File: src/rtl/rng_csr_pkg.sv
package rng_csr_pkg;
  localparam int OFS_STATUS  = 'h10;
  localparam int OFS_CONTROL = 'h14;
  localparam int OFS_CONFIG  = 'h18;
  localparam int OFS_REV     = 'h7C;
  localparam int CTL_EN_BIT  = 10;
  localparam int EVT_LO      = 1;
  localparam int EVT_HI      = 7;
endpackage

File: src/rtl/rng_rst_sync.sv
module rng_rst_sync #(
  parameter int STAGES = 2
) (
  input  logic clk,
  input  logic rst_n,
  output logic rst_sync_n
);
  logic [STAGES-1:0] chain_q;

  always_ff @(posedge clk or negedge rst_n) begin
    if (!rst_n) chain_q <= '0;
    else        chain_q <= {chain_q[STAGES-2:0], 1'b1};
  end

  assign rst_sync_n = chain_q[STAGES-1];
endmodule

File: src/rtl/rng_fill_engine.sv
module rng_fill_engine #(
  parameter int WORD_W  = 32,
  parameter int N_WORDS = 4,
  parameter int MIN_W   = 8,
  parameter int GAP_W   = 16,
  localparam int IDX_W  = (N_WORDS > 1) ? $clog2(N_WORDS) : 1
) (
  input  logic                           clk,
  input  logic                           rst_n,
  input  logic                           en,
  input  logic [MIN_W-1:0]               min_gap,
  input  logic [GAP_W-1:0]               max_gap,
  input  logic                           release_i,
  input  logic                           src_valid,
  input  logic [WORD_W-1:0]              src_word,
  output logic                           src_ready,
  output logic [N_WORDS-1:0][WORD_W-1:0] words,
  output logic                           ready,
  output logic                           stall,
  output logic                           accept
);
  logic [N_WORDS-1:0][WORD_W-1:0] words_q, words_d;
  logic [IDX_W-1:0]               idx_q, idx_d;
  logic [GAP_W-1:0]               gap_q, gap_d;
  logic                           ready_q, ready_d;
  logic                           stall_q, stall_d;
  logic                           collecting, gap_met, timeout;

  assign collecting = en && !ready_q;
  assign gap_met    = gap_q >= GAP_W'(min_gap);
  assign src_ready  = collecting && gap_met;
  assign accept     = src_ready && src_valid;
  assign timeout    = collecting && !accept && (max_gap != '0) && (gap_q >= max_gap);

  always_comb begin
    words_d = words_q;
    idx_d   = idx_q;
    gap_d   = gap_q;
    ready_d = ready_q;
    stall_d = stall_q;
    if (release_i && ready_q) begin
      ready_d = 1'b0;
      idx_d   = '0;
      gap_d   = '0;
    end else if (accept) begin
      words_d[idx_q] = src_word;
      gap_d          = '0;
      stall_d        = 1'b0;
      if (idx_q == IDX_W'(N_WORDS - 1)) begin
        ready_d = 1'b1;
        idx_d   = '0;
      end else begin
        idx_d = idx_q + 1'b1;
      end
    end else if (timeout) begin
      idx_d   = '0;
      gap_d   = '0;
      stall_d = 1'b1;
    end else if (collecting && (gap_q != '1)) begin
      gap_d = gap_q + 1'b1;
    end
  end

  always_ff @(posedge clk or negedge rst_n) begin
    if (!rst_n) begin
      words_q <= '0;
      idx_q   <= '0;
      gap_q   <= '0;
      ready_q <= 1'b0;
      stall_q <= 1'b0;
    end else begin
      words_q <= words_d;
      idx_q   <= idx_d;
      gap_q   <= gap_d;
      ready_q <= ready_d;
      stall_q <= stall_d;
    end
  end

  assign words = words_q;
  assign ready = ready_q;
  assign stall = stall_q;
endmodule

File: src/rtl/rng_event_status.sv
module rng_event_status #(
  parameter int EVT_LO = 1,
  parameter int EVT_HI = 7
) (
  input  logic              clk,
  input  logic              rst_n,
  input  logic [EVT_HI:EVT_LO] evt_set,
  input  logic              clr_en,
  input  logic [EVT_HI:EVT_LO] clr_mask,
  input  logic [EVT_HI:EVT_LO] int_en,
  output logic [EVT_HI:EVT_LO] status,
  output logic              irq
);
  logic [EVT_HI:EVT_LO] status_q, status_d;

  always_comb begin
    status_d = status_q;
    if (clr_en) status_d = status_d & ~clr_mask;
    status_d = status_d | evt_set;
  end

  always_ff @(posedge clk or negedge rst_n) begin
    if (!rst_n) status_q <= '0;
    else        status_q <= status_d;
  end

  assign status = status_q;
  assign irq    = |(status_q & int_en);
endmodule

File: src/rtl/rng_csr_frontend.sv
module rng_csr_frontend
  import rng_csr_pkg::*;
#(
  parameter int WORD_W    = 32,
  parameter int ADDR_W    = 8,
  parameter int N_WORDS   = 4,
  parameter int MIN_W     = 8,
  parameter int GAP_W     = 16,
  parameter int REV_MAJOR = 2,
  parameter int REV_MINOR = 1,
  parameter int REV_PATCH = 3
) (
  input  logic              clk,
  input  logic              rst_n,
  input  logic              bus_sel,
  input  logic              bus_wr,
  input  logic [ADDR_W-1:0] bus_addr,
  input  logic [WORD_W-1:0] bus_wdata,
  output logic [WORD_W-1:0] bus_rdata,
  input  logic              src_valid,
  input  logic [WORD_W-1:0] src_word,
  output logic              src_ready,
  input  logic [EVT_HI:EVT_LO] evt_pulse,
  output logic              irq,
  output logic              stall
);
  localparam int IDX_W    = (N_WORDS > 1) ? $clog2(N_WORDS) : 1;
  localparam int BUF_SPAN = N_WORDS * 4;
  localparam logic [WORD_W-1:0] REV_WORD =
    WORD_W'((REV_MAJOR & 'hF) << 24) | WORD_W'((REV_MINOR & 'hF) << 20) |
    WORD_W'((REV_PATCH & 'hF) << 16);

  logic rst_sync_n;
  logic wr_stb, rd_stb;
  logic sts_wr, ctl_wr, cfg_wr;
  logic ctl_en_q, ctl_en_d;
  logic [EVT_HI:EVT_LO] ctl_ie_q, ctl_ie_d;
  logic [GAP_W-1:0] cfg_max_q, cfg_max_d;
  logic [MIN_W-1:0] cfg_min_q, cfg_min_d;
  logic [N_WORDS-1:0][WORD_W-1:0] buf_words;
  logic buf_ready, fill_accept;
  logic [EVT_HI:EVT_LO] evt_status;
  logic [WORD_W-1:0] rd_mux;

  rng_rst_sync #(.STAGES(2)) u_rst (
    .clk(clk), .rst_n(rst_n), .rst_sync_n(rst_sync_n)
  );

  assign wr_stb = bus_sel && bus_wr;
  assign rd_stb = bus_sel && !bus_wr;
  assign sts_wr = wr_stb && (bus_addr == ADDR_W'(OFS_STATUS));
  assign ctl_wr = wr_stb && (bus_addr == ADDR_W'(OFS_CONTROL));
  assign cfg_wr = wr_stb && (bus_addr == ADDR_W'(OFS_CONFIG));

  always_comb begin
    ctl_en_d  = ctl_en_q;
    ctl_ie_d  = ctl_ie_q;
    cfg_max_d = cfg_max_q;
    cfg_min_d = cfg_min_q;
    if (ctl_wr) begin
      ctl_en_d = bus_wdata[CTL_EN_BIT];
      ctl_ie_d = bus_wdata[EVT_HI:EVT_LO];
    end
    if (cfg_wr) begin
      cfg_max_d = bus_wdata[16 +: GAP_W];
      cfg_min_d = bus_wdata[MIN_W-1:0];
    end
  end

  always_ff @(posedge clk or negedge rst_sync_n) begin
    if (!rst_sync_n) begin
      ctl_en_q  <= 1'b0;
      ctl_ie_q  <= '0;
      cfg_max_q <= '0;
      cfg_min_q <= '0;
    end else begin
      ctl_en_q  <= ctl_en_d;
      ctl_ie_q  <= ctl_ie_d;
      cfg_max_q <= cfg_max_d;
      cfg_min_q <= cfg_min_d;
    end
  end

  rng_fill_engine #(
    .WORD_W(WORD_W), .N_WORDS(N_WORDS), .MIN_W(MIN_W), .GAP_W(GAP_W)
  ) u_fill (
    .clk(clk), .rst_n(rst_sync_n), .en(ctl_en_q),
    .min_gap(cfg_min_q), .max_gap(cfg_max_q),
    .release_i(sts_wr && bus_wdata[0]),
    .src_valid(src_valid), .src_word(src_word), .src_ready(src_ready),
    .words(buf_words), .ready(buf_ready), .stall(stall), .accept(fill_accept)
  );

  rng_event_status #(.EVT_LO(EVT_LO), .EVT_HI(EVT_HI)) u_evt (
    .clk(clk), .rst_n(rst_sync_n), .evt_set(evt_pulse),
    .clr_en(sts_wr), .clr_mask(bus_wdata[EVT_HI:EVT_LO]),
    .int_en(ctl_ie_q), .status(evt_status), .irq(irq)
  );

  always_comb begin
    rd_mux = '0;
    if ((bus_addr < ADDR_W'(BUF_SPAN)) && (bus_addr[1:0] == 2'b00)) begin
      rd_mux = buf_words[bus_addr[IDX_W+1:2]];
    end else begin
      case (bus_addr)
        ADDR_W'(OFS_STATUS): begin
          rd_mux[0]             = buf_ready;
          rd_mux[EVT_HI:EVT_LO] = evt_status;
        end
        ADDR_W'(OFS_CONTROL): begin
          rd_mux[CTL_EN_BIT]    = ctl_en_q;
          rd_mux[EVT_HI:EVT_LO] = ctl_ie_q;
        end
        ADDR_W'(OFS_CONFIG): begin
          rd_mux[16 +: GAP_W]   = cfg_max_q;
          rd_mux[MIN_W-1:0]     = cfg_min_q;
        end
        ADDR_W'(OFS_REV): rd_mux = REV_WORD;
        default: rd_mux = '0;
      endcase
    end
  end

  assign bus_rdata = rd_stb ? rd_mux : '0;
endmodule

File: config.mk
export PLATFORM = sky130hd
export DESIGN_NAME = rng_csr_frontend
export DESIGN_NICKNAME = d
export VERILOG_FILES = /design/src/rtl/rng_csr_pkg.sv /design/src/rtl/rng_rst_sync.sv /design/src/rtl/rng_fill_engine.sv /design/src/rtl/rng_event_status.sv /design/src/rtl/rng_csr_frontend.sv
export SDC_FILE = /design/constraint.sdc
export NUM_CORES = 1
export LEC_CHECK = 0
export ABC_AREA = 1
export BUFFER_PORTS_ARGS = -buffer_cell sky130_fd_sc_hd__buf_4
export CAP_MARGIN = 10
export CORE_UTILIZATION = 32
export DETAILED_ROUTE_END_ITERATION = 8
export GPL_ROUTABILITY_DRIVEN = 0
export GPL_TIMING_DRIVEN = 0
export PLACE_DENSITY = 0.58
export SLEW_MARGIN = 40
export SYNTH_ARGS = -nofsm -noshare
export SYNTH_HDL_FRONTEND = slang
export SYNTH_HIERARCHICAL = 1
export SYNTH_SLANG_ARGS = --single-unit
File: constraint.sdc
create_clock -name clk -period 6.2 [get_ports clk]
set_clock_uncertainty 0.2 [all_clocks]
set_input_delay 0.93 -clock clk [delete_from_list [all_inputs] [get_ports clk]]
set_output_delay 0.93 -clock clk [all_outputs]
set_load 0.01 [all_outputs]
* Word-level counts from Yosys, hierarchy flattened
Cells that the tools add are included.
Storage, ports and cells: bits of input ports 84, memories 0, register bits 189, word-level logic and storage cells 88, RAM bits 0, bits in read-only memories 0, bits in latches 0, output and inout bits 35
Operators by class: bitwise logic cells 5, reduce and logical (&&, ||, !) cells 30, shifts and indexed selects 0, add/sub/neg operators 2, divide/modulo/power cells 0, mux-type cells 25, order comparisons 6, eq/ne operators 6, multiply operators 0
Operators with widths (number):
- 128-bit bitwise mux | 1
- 32-bit 2-to-1 mux | 4
- 32-bit binary-select mux with 2-bit select | 1
- 32-bit demux with 2-bit select | 1
- 16-bit 2-to-1 mux | 4
- 16-bit case mux with 2 select lines | 1
- 8-bit by 5-bit == test with 1-bit output (second input constant) | 3
- 7-bit case mux with 3 select lines | 1
- 16-bit by 1-bit adder with 16-bit output (second input constant) | 1
- 16-bit greater-or-equal comparator | 1
- 16-bit by 8-bit greater-or-equal comparator with 1-bit output | 1
- 1-bit logical AND | 16
- 16-bit inequality test (second input constant) | 1
- 16-bit nonzero test | 1
- 7-bit bitwise AND | 2
- 8-bit by 7-bit == test with 1-bit output (second input constant) | 1
- 8-bit by 5-bit less-than comparator with 1-bit output (second input constant) | 1
- 2-bit 2-to-1 mux | 4
- 7-bit 2-to-1 mux | 1
- 7-bit NOT | 1
- 7-bit bitwise OR | 1
- 7-bit OR reduction | 1
- 2-bit by 3-bit less-than comparator with 1-bit output (second input constant) | 2
- 1-bit 2-to-1 mux | 6
- 11 further kinds | 17

* Depth between registers and ports, before layout
Gate-level depths: netlist of the first run.
word-level depth 11, depth in mapped cells 15, depth with buffers taken out 14

* Cells and area by module
Netlist of the first run, hierarchy kept.
By module, submodules not included:
- rng_fill_engine | times used 1, cells each 831, sequential area each 3703.6 µm², area each 6905.4 µm²
- rng_csr_frontend | times used 1, cells each 448, sequential area each 800.8 µm², area each 2746.4 µm²
- rng_event_status | times used 1, cells each 35, sequential area each 175.2 µm², area each 306.5 µm²
- rng_rst_sync | times used 1, cells each 3, sequential area each 50.0 µm², area each 53.8 µm²

* Least setup slack after synthesis of the first run
No wires, ideal clock.
path kind input port to output port, start in bus_addr[1], end out bus_rdata[10], path slack 3.161 ns, buffers on the path 1, stages 6, arrival time 1.909 ns, data required time 5.070 ns, cell sequence nor2_1 -> nand3_1 -> nor3_2 -> buf_2 -> nand2_1 -> nand2_1
Between the ends: word-level cells in the longest chain between the ends 4, elaborated cells between the ends (all ways) 7, those cells by class order compare: 1; eq/ne: 1; mux: 3; reduce/logical: 2
RTL lines:
- start: declaration | line rng_csr_frontend.sv:17 | input logic [ADDR_W-1:0] bus_addr,
- 8-bit by 5-bit less-than comparator with 1-bit output (tied with other cells) | line rng_csr_frontend.sv:102 | if ((bus_addr < ADDR_W'(BUF_SPAN)) && (bus_addr[1:0] == 2'b00)) begin
- 1-bit logical AND or 1-bit 2-to-1 mux (tied branches) | line rng_csr_frontend.sv:102, rng_csr_frontend.sv:105
- 32-bit 2-to-1 mux * | line rng_csr_frontend.sv:102
- 32-bit 2-to-1 mux * | line rng_csr_frontend.sv:124 | assign bus_rdata = rd_stb ? rd_mux : '0;
- end: declaration | line rng_csr_frontend.sv:19 | output logic [WORD_W-1:0] bus_rdata,
Mark *: on every way between the ends. The rest lies on a longest branch, timed or not.

* Final worst setup path of the first run
start in bus_addr[1], end out bus_rdata[18]
Between the ends: word-level cells in the longest chain between the ends 4, elaborated cells between the ends (all ways) 8, those cells by class order compare: 1; eq/ne: 2; mux: 3; reduce/logical: 2
RTL lines (line):
- 8-bit by 5-bit less-than comparator with 1-bit output (tied with other cells) | rng_csr_frontend.sv:102
- 1-bit logical AND or 16-bit case mux with 2 select lines (tied branches) | rng_csr_frontend.sv:102, rng_csr_frontend.sv:105
- 32-bit 2-to-1 mux * | rng_csr_frontend.sv:102
- 32-bit 2-to-1 mux * | rng_csr_frontend.sv:124
Marks and branches as above.

==> metrics.md, run 1 <==
| Metric | Value |
|---|---|
| Xor and xnor fraction of the mapped netlist area | `0.007873` |
| Post-layout util | `0.3924` |
| Ys async rst share | `1.000` |
| Most used DFF post-synth | `dfrtp_1` |
| Largest family of logic cells by synthesized area | `simple AND/OR/NAND/NOR gates` |
| Kind of critical path | `in2out` |
| Post-synth EDFFs | `0` |
| WP data arrival | `3.02 ns` |
| Yosys cell types | `36` |
| DR WL/cell | `17.47 um` |
| Period utilization | `0.6698` |
| Antenna Nets Post-Route | `0` |
| Drt first pass iters | `5` |
| Synth top area cells | `dfrtp_1 (47%), nand2_1 (20%), o21ai_0 (6.6%), ha_1 (3.6%), nor2_1 (3.5%)` |
| Tot GR Track Use | `0.2110` |
| Longest Clk Path Bufs | `2` |
| Rel. slew slack | `0.5214` |
| Number of global-route vias before repair | `8,982` |
| Post-DP Area | `11,440 um^2` |
| Setup crit end kind | `primary output` |
| Post-Synth Simple-Gate Area | `0.3167` |
| Place WS | `1.912 ns` |
| Port buffer count | `111` |
| Core Rows | `64` |
| Compound-Gate Fraction of Synth Area | `0.1065` |
| Worst slew pin tran | `a little over 0.7 ns` |
| H-tree levels | `4` |
| Die area | `32,000 um^2` |
| Synthesized Nets | `1,430` |
| 1st-iter DRT viols | `733` |
| Final setup violation count | `0` |
| Power Total | `2.644 mW` |
| TNS Setup | `0 ns` |
| Pwr Density | `219.7 nW/um^2` |
| Via count | `a little over 9,000` |
| Syn avg cell area | `7.602 um^2` |
| Leak Pwr | `about 6.6 nW` |
| RSZ-0062 raised after global routing | `no` |
| Fin. max-slew vios | `0` |
| Clock sinks | `189` |
| Drt total wl | `32,510 um` |
| Hold Slack | `0.02674 ns` |
| Status | `finished, final reports clean` |
| Gate Count Post-Synth | `1,317` |
| Layout cells sized above 1 | `0.1502` |
| Die width | `178.9 um` |
| Seq/Total Area, Yosys | `0.4724` |
| Top cells by count, synth | `nand2_1 (540), dfrtp_1 (189), o21ai_0 (132)` |
| Initial antenna violation count | `0` |
| Final hold violations | `0` |
| Synth top area share | `0.4724` |
| Root buffer cell | `clkbuf_16` |
| Mux share of post-synthesis cell area | `0` |
| First-pass GRT wire length | `between 50,000 and 60,000 um` |
| Top Ports | `~120` |
| Post-synth top area cell | `dfrtp_1` |
| Design Area, Final | `12,040 um^2` |
| CTS clock-pin slew for the worst setup and hold paths | `0.09 ns` |
| Adder-cell share of the synthesized area | `0.03624` |
| Max-Cap Viols | `0` |
| Ant diodes | `0` |
| FF+latch count, synth | `~190` |
| DRC | `0` |
| Synth Cell Area | `10,010 um^2` |
| Worst Path Max Fanout | `10` |
| Avg Vias per Cell | `4.954` |
| Min setup slack post-route | `between 2 and 2.5 ns` |
| Top-count cell post-synth | `nand2_1` |
| Startpoint types | `primary input` |
| Nets | `1,565` |
| Minimum clock period | `slightly above 4 ns` |
| Post-cts resize count | `0` |
| Hold Path Class | `reg2async` |
| Max Clk Rate | `240.8 MHz` |
| Worst vdd ir | `179.4 uV` |
| Ys Warns | `6` |
| Data required time at the worst endpoint | `a little over 5 ns` |
| Dpl cells | `1,829` |
| Number of CTS-inserted buffers | `17` |
| Final cell count without fillers | `1,861` |
| Core area | `a little over 30,000 um^2` |
| Post-CTS Setup Inserts | `0` |
| Die height | `178.9 um` |
| Hpwl dp | `23,870 um` |
| Hold_buf cts | `0` |
| Clk_lat worst skew | `0.44 ns` |
| Grt total ovfl | `0` |
| Initial Utilization | `0.3265` |
| Area grow syn2layout | `20.21%` |
| Largest net degree at the start of global routing | `41` |
| TritonCTS clock tree | `done` |
worst max-delay path, stage by stage:
cell,delay (ns)
buf_4,0.13
nor2_1,0.30
nand3_1,0.33
nor3_2,0.63
buf_2,0.35
nand2_1,0.09
nand2_1,0.11
buf_4,0.13
logic make-up (layout without fill, tap and decap cells):
group | after synthesis | count (layout)
AND/OR/NAND/NOR | 753 | 753
other | 1 | 1
buffers and inverters | 139 | 287
flip-flops | 189 | 189
AO/OA/AOI/OAI | 197 | 197
adder cells (fa/ha/maj) | 29 | 29
XOR/XNOR | 9 | 9
where the power goes:
group	switching (mW)	internal, mW	total [mW]
Combinational	0.166	0.0977	0.264
Clock	0.568	0.544	1.11
Sequential	0.0217	1.25	1.27
Total	0.755	1.89	2.64
cells in the final DEF, fill, tap and decap left out, types with 2 or more instances in the layout:
| cell type | count |
|---|---|
| buf_2 | 27 |
| and2_1 | 7 |
| nand4_1 | 15 |
| inv_6 | 6 |
| o21ai_0 | 132 |
| clkbuf_1 | 21 |
| nor2_4 | 14 |
| o22ai_1 | 39 |
| nand2_1 | 540 |
| clkinv_2 | 2 |
| nor2_1 | 94 |
| inv_2 | 2 |
| xor2_1 | 8 |
| nor2_8 | 2 |
| o21bai_1 | 2 |
| buf_4 | 112 |
| a21o_1 | 8 |
| nand3_1 | 58 |
| buf_6 | 5 |
| clkbuf_16 | 17 |
| nor2_2 | 8 |
| a21oi_1 | 11 |
| nor3_1 | 6 |
| clkinv_8 | 4 |
| o21ai_1 | 3 |
| nand2_2 | 2 |
| nand2_4 | 4 |
| ha_1 | 29 |
| clkbuf_2 | 2 |
| buf_12 | 5 |
| dfrtp_1 | 188 |
| inv_1 | 78 |
| buf_1 | 2 |
| inv_8 | 3 |
worst paths after layout:
kind / startpoint / end / slack [ns] / cells after the start
worst max-delay path: bus_addr[1] / bus_rdata[18] / 2.05 / 8
worst min-delay path: u_rst/chain_q[1] / u_fill/words[4] / 0.03 / 0
worst max register to register: u_fill/gap_q[7] / u_fill/words[96] / 3.41 / 12
worst min register to register: u_rst/chain_q[1] / u_fill/words[4] / 0.03 / 0
max in group asynchronous: u_rst/chain_q[1] / u_fill/gap_q[15] / 4.97 / 2
min in group clk: u_rst/chain_q[0] / u_rst/chain_q[1] / 0.15 / 0
per-layer routing:
metal	up-vias	track usage	part of all wire
li1	4498	-	-
met1	4397	0.2961	0.46
met2	283	0.3301	0.46
met3	42	0.03499	0.062
met4	0	0.06568	0.021
met5	-	0	0
registers in the layout, indices dropped and copies added, names as in the netlist:
register,cells
u_fill/words,128
cfg_max_q,16
u_fill/gap_q,16
cfg_min_q,8
ctl_ie_q,7
u_evt/status,7
u_fill/idx_q,2
u_rst/chain_q,2
ctl_en_q,1
u_fill/ready,1
u_fill/stall,1
layout make-up:
type                            count  area [um^2]
Buffer                             58        295.3
Clock buffer                       17        425.4
Clock inverter                     15        165.2
Fill cell                        3180        18630
Inverter                           81        305.3
Multi-Input combinational cell    989         4682
Sequential cell                   189         4733
Tap cell                          396        495.5
Timing Repair Buffer              116        933.4
No activity file was read; power rests on OpenSTA's default activity.
==> run 2, diff against run 1 <==
--- a/config.mk
+++ b/config.mk
@@ -12,7 +12,7 @@
 export DETAILED_ROUTE_END_ITERATION = 8
 export GPL_ROUTABILITY_DRIVEN = 0
 export GPL_TIMING_DRIVEN = 0
-export PLACE_DENSITY = 0.58
+export PLACE_DENSITY = 0.56
 export SLEW_MARGIN = 40
 export SYNTH_ARGS = -nofsm -noshare
 export SYNTH_HDL_FRONTEND = slang
==> constraint.sdc (replaced) <==
create_clock -name clk -period 4 [get_ports clk]
set_clock_uncertainty 0.2 [all_clocks]
set_input_delay 0.6 -clock clk [delete_from_list [all_inputs] [get_ports clk]]
set_output_delay 0.6 -clock clk [all_outputs]
set_load 0.01 [all_outputs]
==> metrics.md, run 2 (same netlist as run 1, synthesis figures left out) <==
| Metric | Value |
|---|---|
| Avg Vias per Cell | `4.965` |
| Die area | `32,000 um^2` |
| Via count | `~9,000` |
| First-pass GRT wire length | `51,550 um` |
| Setup crit end kind | `primary output` |
| Post-cts resize count | `0` |
| Final setup violation count | `0` |
| 1st-iter DRT viols | `745` |
| Most frequent cells in the layout | `nand2_1 (540), dfrtp_1 (188), o21ai_0 (132)` |
| TNS Setup | `0 ns` |
| Layout cells sized above 1 | `0.1506` |
| DRC | `0` |
| Die height | `178.9 um` |
| Top Ports | `119` |
| Largest net degree at the start of global routing | `35` |
| Hold Path Class | `reg2async` |
| H-tree levels | `4` |
| Largest register FFs | `128` |
| TritonCTS clock tree | `done` |
| Crit path to | `bus_rdata[19]` |
| Clock sinks | `189` |
| Initial antenna violation count | `1` |
| Clk_lat worst skew | `0.44 ns` |
| Period utilization | `0.8720` |
| Max Clk Rate | `286.7 MHz` |
| Number of CTS-inserted buffers | `17` |
| Pwr Density | `343.9 nW/um^2` |
| Area grow syn2layout | `20.79%` |
| Reg2Reg Capture Point | `u_fill/words[97]` |
| Crit. Startpoint | `bus_addr[1]` |
| Final hold violations | `9` |
| R2R depth | `12` |
| Core area | `30,670 um^2` |
| Status | `finished, violations left` |
| Root buffer cell | `clkbuf_16` |
| Post-DP Area | `around 11,000 um^2` |
| Leak Pwr | `6.596 nW` |
| CTS clock-pin slew for the worst setup and hold paths | `0.08 ns` |
| Design Area, Final | `12,090 um^2` |
| Die width | `178.9 um` |
| Hold Slack | `-0.006540 ns` |
| Drt total wl | `32,710 um` |
| Most common cell after layout, fill and taps aside | `nand2_1` |
| RSZ-0062 raised after global routing | `no` |
| Nets | `1,567` |
| Max-Cap Viols | `0` |
| Worst slew pin tran | `0.7141 ns` |
| Data required time at the worst endpoint | `between 3 and 4 ns` |
| Grt total ovfl | `0` |
| WP data arrival | `2.69 ns` |
| Longest Clk Path Bufs | `2` |
| Number of global-route vias before repair | `9,275` |
| Startpoint types | `primary input` |
| Port buffer count | `111` |
| Reg2reg setup slack | `1.25 ns` |
| Post-CTS Setup Inserts | `0` |
| Tot GR Track Use | `0.2134` |
| Fin. max-slew vios | `0` |
| Worst vdd ir | `268.9 uV` |
| Failing checks | `hold timing` |
| Antenna Nets Post-Route | `0` |
| Rel. slew slack | `0.5213` |
| Drt first pass iters | `7` |
| Initial Utilization | `0.3265` |
| DR WL/cell | `17.55 um` |
| Minimum clock period | `3.488 ns` |
| Hpwl dp | `roughly 24,000 um` |
| Worst Path Max Fanout | `10` |
| Core Rows | `64` |
| Kind of critical path | `in2out` |
| Worst r2r src | `u_fill/gap_q[7]` |
-- run 2: changes by cell type in the layout (fill, tap and decap cells not counted), sizes merged --
| cell | before | now |
|---|---|---|
| diode | 0 | 1 |
| dlygate4sd3 | 0 | 1 |
| bufinv | 0 | 1 |
| clkbuf | 40 | 41 |
| clkinv | 7 | 8 |
| clkinvlp | 0 | 1 |
| buf | 151 | 152 |
| inv | 89 | 85 |
-- run 2: what timing repair did --
action,CTS,global route
endpoints found under the setup margin,0,0
hold endpoints to repair,2,0
hold buffers,1,0
-- run 2: metrics by stage --
| step | hold WS (ns) | util | power, mW | std cells | worst slack [ns] |
|---|---|---|---|---|---|
| floorplan | 0.1044 | - | 2.218 | 1317 | 0.6826 |
| global placement | 0.1366 | 0.3698 | 2.395 | 1824 | -0.7671 |
| detailed placement | -0.005847 | 0.3738 | 2.416 | 1830 | 0.4028 |
| CTS | 0.001062 | 0.3943 | 4.190 | 1863 | 0.4001 |
| global route | 0.01203 | 0.3943 | 4.325 | 1864 | 0.3203 |
| finish | -0.006540 | 0.3943 | 4.159 | 1864 | 0.5119 |
-- run 2: area by class of cell --
| cell class | instances | area, um^2 |
|---|---|---|
| Antenna cell | 1 | 2.502 |
| Buffer | 58 | 295.3 |
| Clock inverter | 14 | 177.7 |
| Inverter | 81 | 305.3 |
| Timing Repair Buffer | 118 | 963.4 |
| Multi-Input combinational cell | 989 | 4682 |
| Sequential cell | 189 | 4733 |
| Clock buffer | 18 | 439.2 |
| Tap cell | 396 | 495.5 |
| Fill cell | 3231 | 18580 |
-- run 2: critical path, stage by stage --
cell and delay (ns):
buf_4 0.13, nor2_1 0.29, nand3_1 0.31, nor3_2 0.62, buf_2 0.35, nand2_1 0.09
nand2_1 0.13, buf_4 0.14
-- run 2: where the power goes --
part           internal [mW]  switching [mW]  total, mW
registers               1.93          0.0316       1.96
clock network          0.915           0.865       1.78
logic                  0.154           0.260      0.414
-- run 2: how the worst min path moves through the flow --
| stage | end | slack, ns | cells after the start |
|---|---|---|---|
| global placement | u_rst/chain_q[1] | 0.14 | 0 |
| detailed placement | u_evt/status[4] | -0.006 | 0 |
| finish | u_evt/status[4] | -0.007 | 0 |
| global route | u_evt/status[4] | 0.01 | 0 |
| floorplan | u_rst/chain_q[0] | 0.10 | 0 |
| CTS | u_evt/status[4] | 0.001 | 0 |
-- run 2: layer usage --
metal,vias to the layer above,track usage,routed length (um)
li1,4495,-,-
met1,4478,0.2934,15130
met2,244,0.3443,15370
met3,37,0.03668,1608
met4,0,0.05791,609
met5,-,0,0
